**src/rtl/acr_pkg.sv**
```systemverilog
package acr_pkg;
    typedef enum logic [1:0] {
        OP_HOLD = 2'd0,
        OP_ZERO = 2'd1,
        OP_SUM  = 2'd2
    } acc_op_t;
endpackage

```
**src/rtl/acr_full_adder.sv**
```systemverilog
module acr_full_adder (
    input  logic a_i,
    input  logic b_i,
    input  logic c_i,
    output logic s_o,
    output logic c_o
);
    logic half;
    always_comb begin
        half = a_i ^ b_i;
        s_o  = half ^ c_i;
        c_o  = (a_i & b_i) | (c_i & half);
    end
endmodule

```
**src/rtl/acr_ripple.sv**
```systemverilog
module acr_ripple #(
    parameter int W = 4
) (
    input  logic [W-1:0] a_i,
    input  logic [W-1:0] b_i,
    output logic [W-1:0] sum_o,
    output logic         cout_o
);
    logic [W:0] chain;
    assign chain[0] = 1'b0;

    for (genvar k = 0; k < W; k++) begin : g_cell
        acr_full_adder u_fa (
            .a_i (a_i[k]),
            .b_i (b_i[k]),
            .c_i (chain[k]),
            .s_o (sum_o[k]),
            .c_o (chain[k+1])
        );
    end

    assign cout_o = chain[W];
endmodule

```
**src/rtl/acr_op_decode.sv**
```systemverilog
module acr_op_decode
    import acr_pkg::*;
(
    input  logic    clear_i,
    input  logic    xfer_i,
    output acc_op_t op_o
);
    always_comb begin
        unique case ({clear_i, xfer_i})
            2'b00:   op_o = OP_HOLD;
            2'b01:   op_o = OP_SUM;
            2'b10:   op_o = OP_ZERO;
            2'b11:   op_o = OP_ZERO;
            default: op_o = OP_HOLD;
        endcase
    end
endmodule

```
**src/rtl/acc_ripple_adder.sv**
```systemverilog
module acc_ripple_adder
    import acr_pkg::*;
#(
    parameter int W = 4
) (
    input  logic         clk,
    input  logic         rst,
    input  logic         clear_i,
    input  logic         load_i,
    input  logic         xfer_i,
    input  logic [W-1:0] mem_data_i,
    output logic [W-1:0] acc_o,
    output logic         carry_o
);
    localparam logic [W-1:0] ZERO_W = '0;

    logic [W-1:0] acc_q;
    logic [W-1:0] opnd_q;
    logic [W-1:0] sum_w;
    logic         cout_w;
    acc_op_t      op_w;

    acr_op_decode u_dec (
        .clear_i (clear_i),
        .xfer_i  (xfer_i),
        .op_o    (op_w)
    );

    acr_ripple #(.W(W)) u_add (
        .a_i    (acc_q),
        .b_i    (opnd_q),
        .sum_o  (sum_w),
        .cout_o (cout_w)
    );

    always_ff @(posedge clk) begin
        if (rst) begin
            acc_q <= ZERO_W;
        end else begin
            unique case (op_w)
                OP_HOLD: acc_q <= acc_q;
                OP_ZERO: acc_q <= ZERO_W;
                OP_SUM:  acc_q <= sum_w;
                default: acc_q <= acc_q;
            endcase
        end
    end

    always_ff @(posedge clk) begin
        if (rst)
            opnd_q <= ZERO_W;
        else if (load_i)
            opnd_q <= mem_data_i;
    end

    always_comb begin
        acc_o   = acc_q;
        carry_o = cout_w;
    end
endmodule

```
**config.mk**
```make
export PLATFORM = sky130hd
export DESIGN_NAME = acc_ripple_adder
export DESIGN_NICKNAME = d
export VERILOG_FILES = /design/src/rtl/acr_pkg.sv /design/src/rtl/acr_full_adder.sv /design/src/rtl/acr_ripple.sv /design/src/rtl/acr_op_decode.sv /design/src/rtl/acc_ripple_adder.sv
export SDC_FILE = /design/constraint.sdc
export NUM_CORES = 1
export LEC_CHECK = 0
export BUFFER_PORTS_ARGS = -buffer_cell sky130_fd_sc_hd__buf_2
export CAP_MARGIN = 0
export CORE_AREA = 5 5 42 44
export DETAILED_ROUTE_END_ITERATION = 10
export DIE_AREA = 0 0 47 49
export SLEW_MARGIN = 5
export SYNTH_ARGS = -nofsm -noshare
export SYNTH_HDL_FRONTEND = slang
export SYNTH_HIERARCHICAL = 1
export SYNTH_SLANG_ARGS = --single-unit
```
**constraint.sdc**
```tcl
create_clock -name clk -period 2.7 [get_ports clk]
set_clock_uncertainty 0.05 [all_clocks]
set_input_delay 0.135 -clock clk [delete_from_list [all_inputs] [get_ports clk]]
set_output_delay 0.135 -clock clk [all_outputs]
set_load 0.01 [all_outputs]
```
==> results of run 1 <==
==> power by group through the flow <==
| stage | Sequential, W | Clock (W) | Combinational, W |
|---|---|---|---|
| global placement | 0.000129 | 0 | 0.0000282 |
| global route | 0.000127 | 0.000107 | 0.0000328 |
| finish | 0.000126 | 0.0000902 | 0.0000280 |
| CTS | 0.000126 | 0.0000965 | 0.0000288 |
| floorplan | 0.000128 | 0 | 0.0000193 |
| detailed placement | 0.000129 | 0 | 0.0000287 |
==> metrics by stage <==
| step | power (W) | hold WS (ns) | cell area, um^2 |
|---|---|---|---|
| after global placement | 0.000157 | 0.322 | 472 |
| after floorplan | 0.000148 | 0.232 | 399 |
| after global routing | 0.000266 | 0.0594 | 494 |
| after CTS | 0.000251 | 0.0587 | 494 |
| final | 0.000244 | 0.0661 | 494 |
| after detailed placement | 0.000157 | 0.326 | 472 |
==> tightest hold or removal path, stage by stage <==
cell     delay (ns)
buf_2          0.07
mux2i_1        0.05
nor2_1         0.07
==> metal layers <==
layer	vias up	part of all wire [%]
li1	151	-
met1	128	44
met2	8	49
met3	0	6.4
met4	0	0
met5	-	0
==> layout by cell type, fill, tap and decap left out <==
master / count
nor2b_1: 1
dfxtp_1: 8
ha_1: 1
a21oi_1: 4
nor2_1: 4
inv_1: 1
clkbuf_4: 3
nand3b_1: 4
buf_2: 13
conb_1: 1
fa_1: 4
nand2_1: 4
mux2i_1: 4
==> synth_stat cells <==
| cell | instances | area share (%) |
|---|---|---|
| clkbuf_1 | 1 | 0.94 |
| mux2i_1 | 4 | 10 |
| inv_1 | 1 | 0.94 |
| clkbuf_2 | 1 | 1.3 |
| nor2b_1 | 1 | 1.6 |
| nor2_1 | 4 | 3.8 |
| nand3b_1 | 4 | 7.5 |
| dfxtp_1 | 8 | 40 |
| a21oi_1 | 4 | 5.0 |
| nand2_1 | 4 | 3.8 |
| ha_1 | 1 | 3.1 |
| conb_1 | 1 | 0.94 |
| fa_1 | 4 | 20 |
| buf_1 | 1 | 0.94 |
==> how the worst max path moves through the flow <==
stage                         from       end  depth (start not counted)  slack (ns)
final                     acc_o[0]   carry_o                          5        0.22
after global routing      acc_o[0]   carry_o                          5        0.10
after CTS                 acc_o[0]   carry_o                          5        0.18
after detailed placement  acc_o[0]  acc_o[3]                          6        0.33
after global placement    acc_o[0]  acc_o[3]                          6        0.36
after floorplan           acc_o[0]  acc_o[3]                          6        0.38
==> state kept, by name, summed over array words and instances, names as in the netlist <==
signal and flops:
acc_o 4, opnd_q 4
==> area by class of cell <==
type,count,area share (%)
sequential,8,32.4
clock buffer,3,4.56
inverter,1,0.759
tap,16,4.05
timing repair buffer,13,13.2
multi-input combinational,27,45.1
==> cells by family (layout without fill, tap and decap cells) <==
| family | Yosys count | in the layout | share of synthesized area [%] |
|---|---|---|---|
| AOI/OAI and AO/OA | 4 | 4 | 5.02 |
| adders and majority gates | 5 | 5 | 23.2 |
| buffers and inverters | 4 | 17 | 4.07 |
| DFF | 8 | 8 | 40.1 |
| muxes | 4 | 4 | 10.0 |
| other | 1 | 1 | 0.940 |
| and+or+nand+nor | 13 | 13 | 16.6 |
==> flow_metrics.tcl, run 1 <==
set metrics [dict create \
    rr_worst_depth 6 \
    setup_tns_ns 0 \
    stdcell_count 68 \
    post_drt_via_cell_ratio 4.22 \
    areaGrowthSynthToFinish_pct 23.8 \
    groute.usage.overall_pct 7.09 \
    power_switching_w 0.0000562 \
    clk_pin_slew_ns 0.05 \
    power.internal_w 0.000188 \
    worst_slack_ns 0.222 \
    switching_share_pct 23.0 \
    initial_core_util_pct 28.5 \
    r2r_start "acc_o[0]" \
    setup_viol 0 \
    syn_area_um2 399 \
    hold_violations 0 \
    pwr-share-clk_pct 37.0 \
    clock_sinks 8 \
    final_net_count 68 \
    use_met2_pct 9.05 \
    first_pass_iters 2 \
    synth_cell_types 14 \
    post-route-util_pct 35.3 \
    n_fill_cell 154 \
    p_comb_share_pct 11.5 \
    pwr-share-seq_pct 51.6 \
    crit_required_ns 2.52 \
    crit_fanout 3 \
    ios 14 \
    holdPathStages 3 \
    ys_warn_count 6 \
    gp_congestion 0.680 \
    multiInputGateArea_um2 223 \
    drive_above_1_share_pct 30.8 \
    cts_tree "built" \
    hold_start "mem_data_i[2]" \
    cts_buffer_depth 2 \
    drv_cap 0 \
    grt_max_degree 9 \
    grt.busiest_layer "met2" \
    first_global_vias 265 \
    fmax_ghz 0.404 \
    maxSlewViolCount 0 \
    cts_htree_levels 1 \
    cts_buffers 3 \
    grt_pass1_wl_mm 1.10 \
    die_h_um 49 \
    crit_family "adder cells" \
    post_cts_buffers 0 \
    holdCritPathClass "in2reg" \
    regArea_um2 160 \
    crit_buf_inv 1 \
    startpoint_type "flop" \
    vias 287 \
    yosysSeqAreaShare_pct 40.1 \
    antenna_found_initial 0 \
    slowest_delay_ns 0.44 \
    clock_latency_ns 0.25 \
    fin_crit_sh_pct 91.8 \
    power.leakage_nw 0.241 \
    synth-seq-cells 8 \
    fin_crit_ns 2.48 \
    worstSetupEndpointType "output port" \
    grt_overflow 0 \
    rsz0062_at_grt "no" \
    ant_nets 0 \
    critical_path_class "reg2out" \
    row_count 14 \
    crit_chain "fa_1 > fa_1 > fa_1 > fa_1 > buf_2" \
    min_to "opnd_q[2]" \
    use_met1_pct 8.54 \
    wl_per_cell_um 10.3 \
    netlist_instances 39 \
    status "finished clean" \
    peakVddDrop_mv 0.165 \
    r2r-end "acc_o[3]" \
    cts_root_buffer "clkbuf_4" \
    place_inst 65 \
    worst_path_most_repeated_cell "fa_1" \
    antennaDiodeCount 0 \
    arrival_ns 2.29 \
    place_ws_ns 0.328 \
    power_density_nw_per_um2 494 \
    port_buffers 13 \
    first_iter_violations 5 \
    syn_nets 53 \
    use_met3_pct 3.69 \
    core_area_um2 1400 \
    die-area_um2 2300 \
    die-width_um 47 \
    slowest_stage "fa_1" \
    r2r_slack_ns 0.34 \
    drc 0 \
    ctsResizeCount 0 \
    drt-total-wl_um 703 \
    syn_area_per_cell_um2 10.2 \
    ctsHoldBuffers 0 \
]
Note: power is estimated with default switching activity, not from simulation.
==> run 2, diff against run 1 <==
--- a/config.mk
+++ b/config.mk
@@ -5,6 +5,8 @@
 export SDC_FILE = /design/constraint.sdc
 export NUM_CORES = 1
 export LEC_CHECK = 0
+export ABC_AREA = 1
+export ABC_CLOCK_PERIOD_IN_PS = 2700
 export BUFFER_PORTS_ARGS = -buffer_cell sky130_fd_sc_hd__buf_2
 export CAP_MARGIN = 0
 export CORE_AREA = 5 5 42 44
==> run 2 against run 1 <==
  * Largest power group unchanged
  * Critical path type unchanged
  * Global-route usage grew 0.93 points
  * Total power decreased by 0.35%
  * Synthesized cell count increased by 15%
  * Largest cell class unchanged
  * Maximum frequency decreased by 0.85%
==> flow_metrics.tcl, run 2 <==
set metrics [dict create \
    place_area_um2 480 \
    arrival_ns 2.31 \
    crit_chain "fa_1 > fa_1 > fa_1 > fa_1 > buf_2" \
    r2r_start "acc_o[0]" \
    worst_slack_ns 0.201 \
    synth-seq-cells 8 \
    core_area_um2 1400 \
    final_common_cell "buf_2" \
    clk_pin_slew_ns 0.05 \
    switching_share_pct 23.9 \
    drt-total-wl_um 734 \
    hpwlAfterDp_um 572 \
    synth-xor-area-share_pct 0 \
    rr_worst_depth 6 \
    cts_tree "built" \
    synth_top_family_by_area "adder cells" \
    cts_buffers 3 \
    ctsHoldBuffers 0 \
    cts_htree_levels 1 \
    row_count 14 \
    synthArstFlopShare_pct 0 \
    slowest_delay_ns 0.43 \
    first_pass_iters 5 \
    grt_overflow 0 \
    synth_cell_types 13 \
    ys.flop_type "dfxtp_1" \
    r2r_slack_ns 0.35 \
    crit_required_ns 2.52 \
    setup_viol 0 \
    synth_compound_area_share_pct 13.6 \
    antennaDiodeCount 0 \
    p_comb_share_pct 11.7 \
    groute.usage.overall_pct 8.02 \
    critical_path_class "reg2out" \
    startpoint_type "flop" \
    ios 14 \
    grt_pass1_wl_mm 1.24 \
    place_ws_ns 0.361 \
    ys_warn_count 6 \
    status "finished clean" \
    crit_start "acc_o[0]" \
    drive_above_1_share_pct 37.3 \
    fmax_ghz 0.400 \
    fin_area_um2 503 \
    yosysMostFrequentCell "nand2_1" \
    worst_path_most_repeated_cell "fa_1" \
    yosys.area_share.simple_pct 17.0 \
    endpoint "carry_o" \
    cp_num_cells 5 \
    power.leakage_nw 0.240 \
    first_global_vias 295 \
    rsz0062_at_grt "no" \
    die-width_um 47 \
    drv_cap 0 \
    maxSlewViolCount 0 \
    power_w 0.000243 \
    netlist_instances 45 \
    setup_tns_ns 0 \
    peakVddDrop_mv 0.166 \
    wl_per_cell_um 9.79 \
    crit_family "adder cells" \
    die-area_um2 2300 \
    fin_crit_ns 2.50 \
    holdCritPathClass "in2reg" \
    port_buffers 13 \
    r2r-end "acc_o[3]" \
    worstSetupEndpointType "output port" \
    cts_buffer_depth 2 \
    clock_sinks 8 \
    synthMuxAreaShare_pct 0 \
    synth_enable_flop_cells 0 \
    synth_common_cells "nand2_1 (12), dfxtp_1 (8)" \
    antenna_found_initial 0 \
    ctsResizeCount 0 \
    post_cts_buffers 0 \
    final_net_count 75 \
    clock_latency_ns 0.25 \
    ant_nets 0 \
    power.internal_w 0.000185 \
    synth_top_area_cell "dfxtp_1" \
    power_switching_w 0.0000581 \
    slowest_stage "fa_1" \
    crit_buf_inv 1 \
    pwr-share-seq_pct 51.6 \
    first_iter_violations 6 \
    pwr-share-clk_pct 36.8 \
    initial_core_util_pct 28.8 \
    power_density_nw_per_um2 484 \
    gp_congestion 0.647 \
    ys_top_cells_by_area "dfxtp_1 (40%), fa_1 (20%), nand2_1 (11%)" \
    synthDominantCellAreaShare_pct 39.6 \
    syn_nets 59 \
    grt_max_degree 9 \
    synthAdderAreaFrac_pct 22.9 \
    final_cell_mix "buf_2 (13), nand2_1 (12), dfxtp_1 (8)" \
    cts_root_buffer "clkbuf_4" \
    post_drt_via_cell_ratio 4.39 \
    hold_violations 0 \
    areaGrowthSynthToFinish_pct 24.5 \
    die_h_um 49 \
    vias 329 \
    drc 0 \
    syn_area_um2 404 \
    syn_area_per_cell_um2 8.98 \
    fin_crit_sh_pct 92.6 \
    yosysSeqAreaShare_pct 39.6 \
    crit_fanout 3 \
]
-- run 2: changes by cell type in the layout (fill, tap and decap cells not counted), moves of 3 or more --
cell	delta
nand3b_1	-4
a21oi_2	+4
nor2_1	-3
nand2_1	+8
nand3_1	+4
mux2i_1	-4
-- run 2: worst min path at each step --
stage | to | start | cells after the start
6_report | opnd_q[2] | mem_data_i[2] | 3
3_3_place_gp | opnd_q[2] | mem_data_i[2] | 3
4_1_cts | opnd_q[2] | mem_data_i[2] | 3
2_1_floorplan | opnd_q[2] | mem_data_i[2] | 2
5_1_grt | opnd_q[2] | mem_data_i[2] | 3
3_5_place_dp | opnd_q[2] | mem_data_i[2] | 3
-- run 2: cells by family after synthesis --
logic type / count (synthesis)
other cells: 1
flops: 8
fa+ha+maj: 5
compound gates: 8
buf+inv: 6
simple gates: 17
-- run 2: layout make-up --
class	instances	area (um^2)
fill	151	898
clock buffer	3	22.5
timing repair buffer	13	65.1
sequential	8	160
inverter	4	15.0
multi-input combinational	31	220
tap	16	20.0
-- run 2: tightest hold or removal path, stage by stage --
cell     delay (ns)
buf_2          0.09
nand2_1        0.05
a21oi_1        0.05
-- run 2: power by group through the flow --
| stage | clock network [W] | logic, W | registers [W] |
|---|---|---|---|
| floorplan | 0 | 0.0000187 | 0.000128 |
| global placement | 0 | 0.0000282 | 0.000128 |
| detailed placement | 0 | 0.0000287 | 0.000128 |
| CTS | 0.0000939 | 0.0000288 | 0.000126 |
| global route | 0.000102 | 0.0000327 | 0.000126 |
| finish | 0.0000894 | 0.0000284 | 0.000126 |
-- run 2: per-stage QoR --
step                hold slack (ns)  utilization, %  instances
global route                 0.0803            35.9         75
finish                       0.0836            35.9         75
CTS                          0.0738            35.9         75
detailed placement            0.342            34.3         72
global placement              0.334            34.3         72
floorplan                     0.225               -         45
-- run 2: per-layer routing --
metal / part of all wire [%] / vias to the layer above / track usage, %
li1: - / 169 / -
met1: 44 / 143 / 9.68
met2: 43 / 17 / 9.73
met3: 13 / 0 / 5.54
met4: 0 / 0 / 5.53
met5: 0 / - / 0
==> run 3, diff against run 2 <==
--- a/config.mk
+++ b/config.mk
@@ -6,7 +6,7 @@
 export NUM_CORES = 1
 export LEC_CHECK = 0
 export ABC_AREA = 1
-export ABC_CLOCK_PERIOD_IN_PS = 2700
+export ABC_CLOCK_PERIOD_IN_PS = 2000
 export BUFFER_PORTS_ARGS = -buffer_cell sky130_fd_sc_hd__buf_2
 export CAP_MARGIN = 0
 export CORE_AREA = 5 5 42 44
==> constraint.sdc (replaced) <==
create_clock -name clk -period 2 [get_ports clk]
set_clock_uncertainty 0.05 [all_clocks]
set_input_delay 0.1 -clock clk [delete_from_list [all_inputs] [get_ports clk]]
set_output_delay 0.1 -clock clk [all_outputs]
set_load 0.01 [all_outputs]
==> run 3 against run 2 <==
  * Via count is 0.61% higher
  * Highest routed layer unchanged
  * Total power is 37% higher
  * Sequential share of layout area is 0.59 points lower
  * Largest cell class unchanged
  * The flow now finishes with violations (negative setup slack)
  * Sequential cell count stayed put
  * Worst setup slack worse by 0.48 ns
==> flow_metrics.tcl, run 3 (synthesis gave the netlist of run 2 again) <==
set metrics [dict create \
    status "finished with violations" \
    violations "negative setup slack" \
    crit_family "adder cells" \
    place_ws_ns -0.200 \
    drc 0 \
    cts_buffers 3 \
    row_count 14 \
    arrival_ns 2.13 \
    power_density_nw_per_um2 638 \
    startpoint_type "flop" \
    hold_ws_ns 0.0457 \
    worst_slack_ns -0.279 \
    final_common_cell "buf_2" \
    clk_pin_slew_ns 0.05 \
    crit_required_ns 1.85 \
    setup_tns_ns -0.447 \
    crit_start "opnd_q[0]" \
    initial_core_util_pct 28.8 \
    antenna_found_initial 0 \
    setup_viol 2 \
    wl_per_cell_um 9.68 \
    antennaDiodeCount 0 \
    grt_overflow 0 \
    vias 331 \
    hold_start "mem_data_i[0]" \
    first_global_vias 325 \
    cts_htree_levels 1 \
    hpwlAfterDp_um 601 \
    die_h_um 49 \
    port_buffers 13 \
    ios 14 \
    post_drt_via_cell_ratio 4.36 \
    maxSlewViolCount 0 \
    core_area_um2 1400 \
    clock_sinks 8 \
    clock_latency_ns 0.25 \
    worstSetupEndpointType "output port" \
    grt_pass1_wl_mm 1.26 \
    fin_crit_sh_pct 114 \
    rsz0062_at_grt "yes" \
    fmax_ghz 0.439 \
    ant_nets 0 \
    die-width_um 47 \
    cts_buffer_depth 2 \
    peakVddDrop_mv 0.353 \
    grt_max_degree 9 \
    crit_chain "fa_2 > fa_2 > fa_2 > fa_1 > buf_2" \
    first_pass_iters 4 \
    critical_path_class "reg2out" \
    drt-total-wl_um 736 \
    slowest_delay_ns 0.36 \
    hold_violations 0 \
    worst_path_most_repeated_cell "fa_2" \
    crit_buf_inv 1 \
    holdCritPathClass "in2reg" \
    power.leakage_nw 0.240 \
    cts_tree "built" \
    gp_congestion 0.625 \
    groute.usage.overall_pct 7.60 \
    cts_root_buffer "clkbuf_4" \
    first_iter_violations 7 \
    fin_crit_ns 2.28 \
    final_net_count 76 \
    die-area_um2 2300 \
    drv_cap 0 \
    drive_above_1_share_pct 46.7 \
    final_cell_mix "buf_2 (13), nand2_1 (12), dfxtp_1 (6)" \
    crit_fanout 2 \
    slowest_stage "fa_2" \
    post_cts_buffers 0 \
    r2r_start "opnd_q[0]" \
    areaGrowthSynthToFinish_pct 28.8 \
]
==> run 3: cell types whose count changed in the layout (fill, tap and decap cells not counted), sizes merged <==
cell / previous run / this run
buf: 13 / 14
==> run 3: what timing repair did <==
action                     in CTS  in global routing
setup endpoints to repair       2                  2
cloned                          0                  0
hold buffers                    0                  0
gates resized for setup         1                  0
pin swaps                       1                  0
==> run 3: cell type report <==
type | count | area (um^2)
Tap cell | 16 | 20.0
Clock buffer | 3 | 22.5
Multi-Input combinational cell | 31 | 228
Timing Repair Buffer | 14 | 72.6
Inverter | 4 | 15.0
Sequential cell | 8 | 163
Fill cell | 165 | 881
==> run 3: worst min-delay path: cells and delay by family <==
family | cells | cell delay [ns]
AOI/OAI and AO/OA | 1 | 0.05
and+or+nand+nor | 1 | 0.07
buffers and inverters | 1 | 0.09
==> run 3: path summary, 6_finish.rpt <==
| check | endpoint | depth (start not counted) | slack [ns] |
|---|---|---|---|
| setup / recovery | carry_o | 5 | -0.28 |
| hold / removal | opnd_q[0] | 3 | 0.05 |
| setup reg to reg | acc_o[3] | 6 | -0.17 |
| hold reg to reg | opnd_q[3] | 2 | 0.44 |
==> run 3: routing by layer <==
metal / GRT usage, % / routed length (um) / up-vias
met1: 9.48 / 335 / 150
li1: - / - / 171
met3: 2.21 / 61 / 0
met5: 0 / 0 / -
met2: 10.6 / 339 / 10
met4: 5.53 / 0 / 0
==> run 3: stage by stage <==
step	power (W)	cells	utilization, %	cell area (um^2)
final	0.000332	76	37.1	520
after global routing	0.000358	76	37.1	520
after CTS	0.000342	76	37.1	520
after detailed placement	0.000213	73	35.4	497
after global placement	0.000212	73	35.4	497
after floorplan	0.000199	45	-	413
==> run 3: where the power goes <==
group	total (W)	leakage, nW	internal, W	switching [W]
Combinational	0.0000395	0.160	0.0000175	0.0000220
Clock	0.000123	0.0138	0.0000686	0.0000542
Sequential	0.000170	0.0661	0.000165	0.00000479
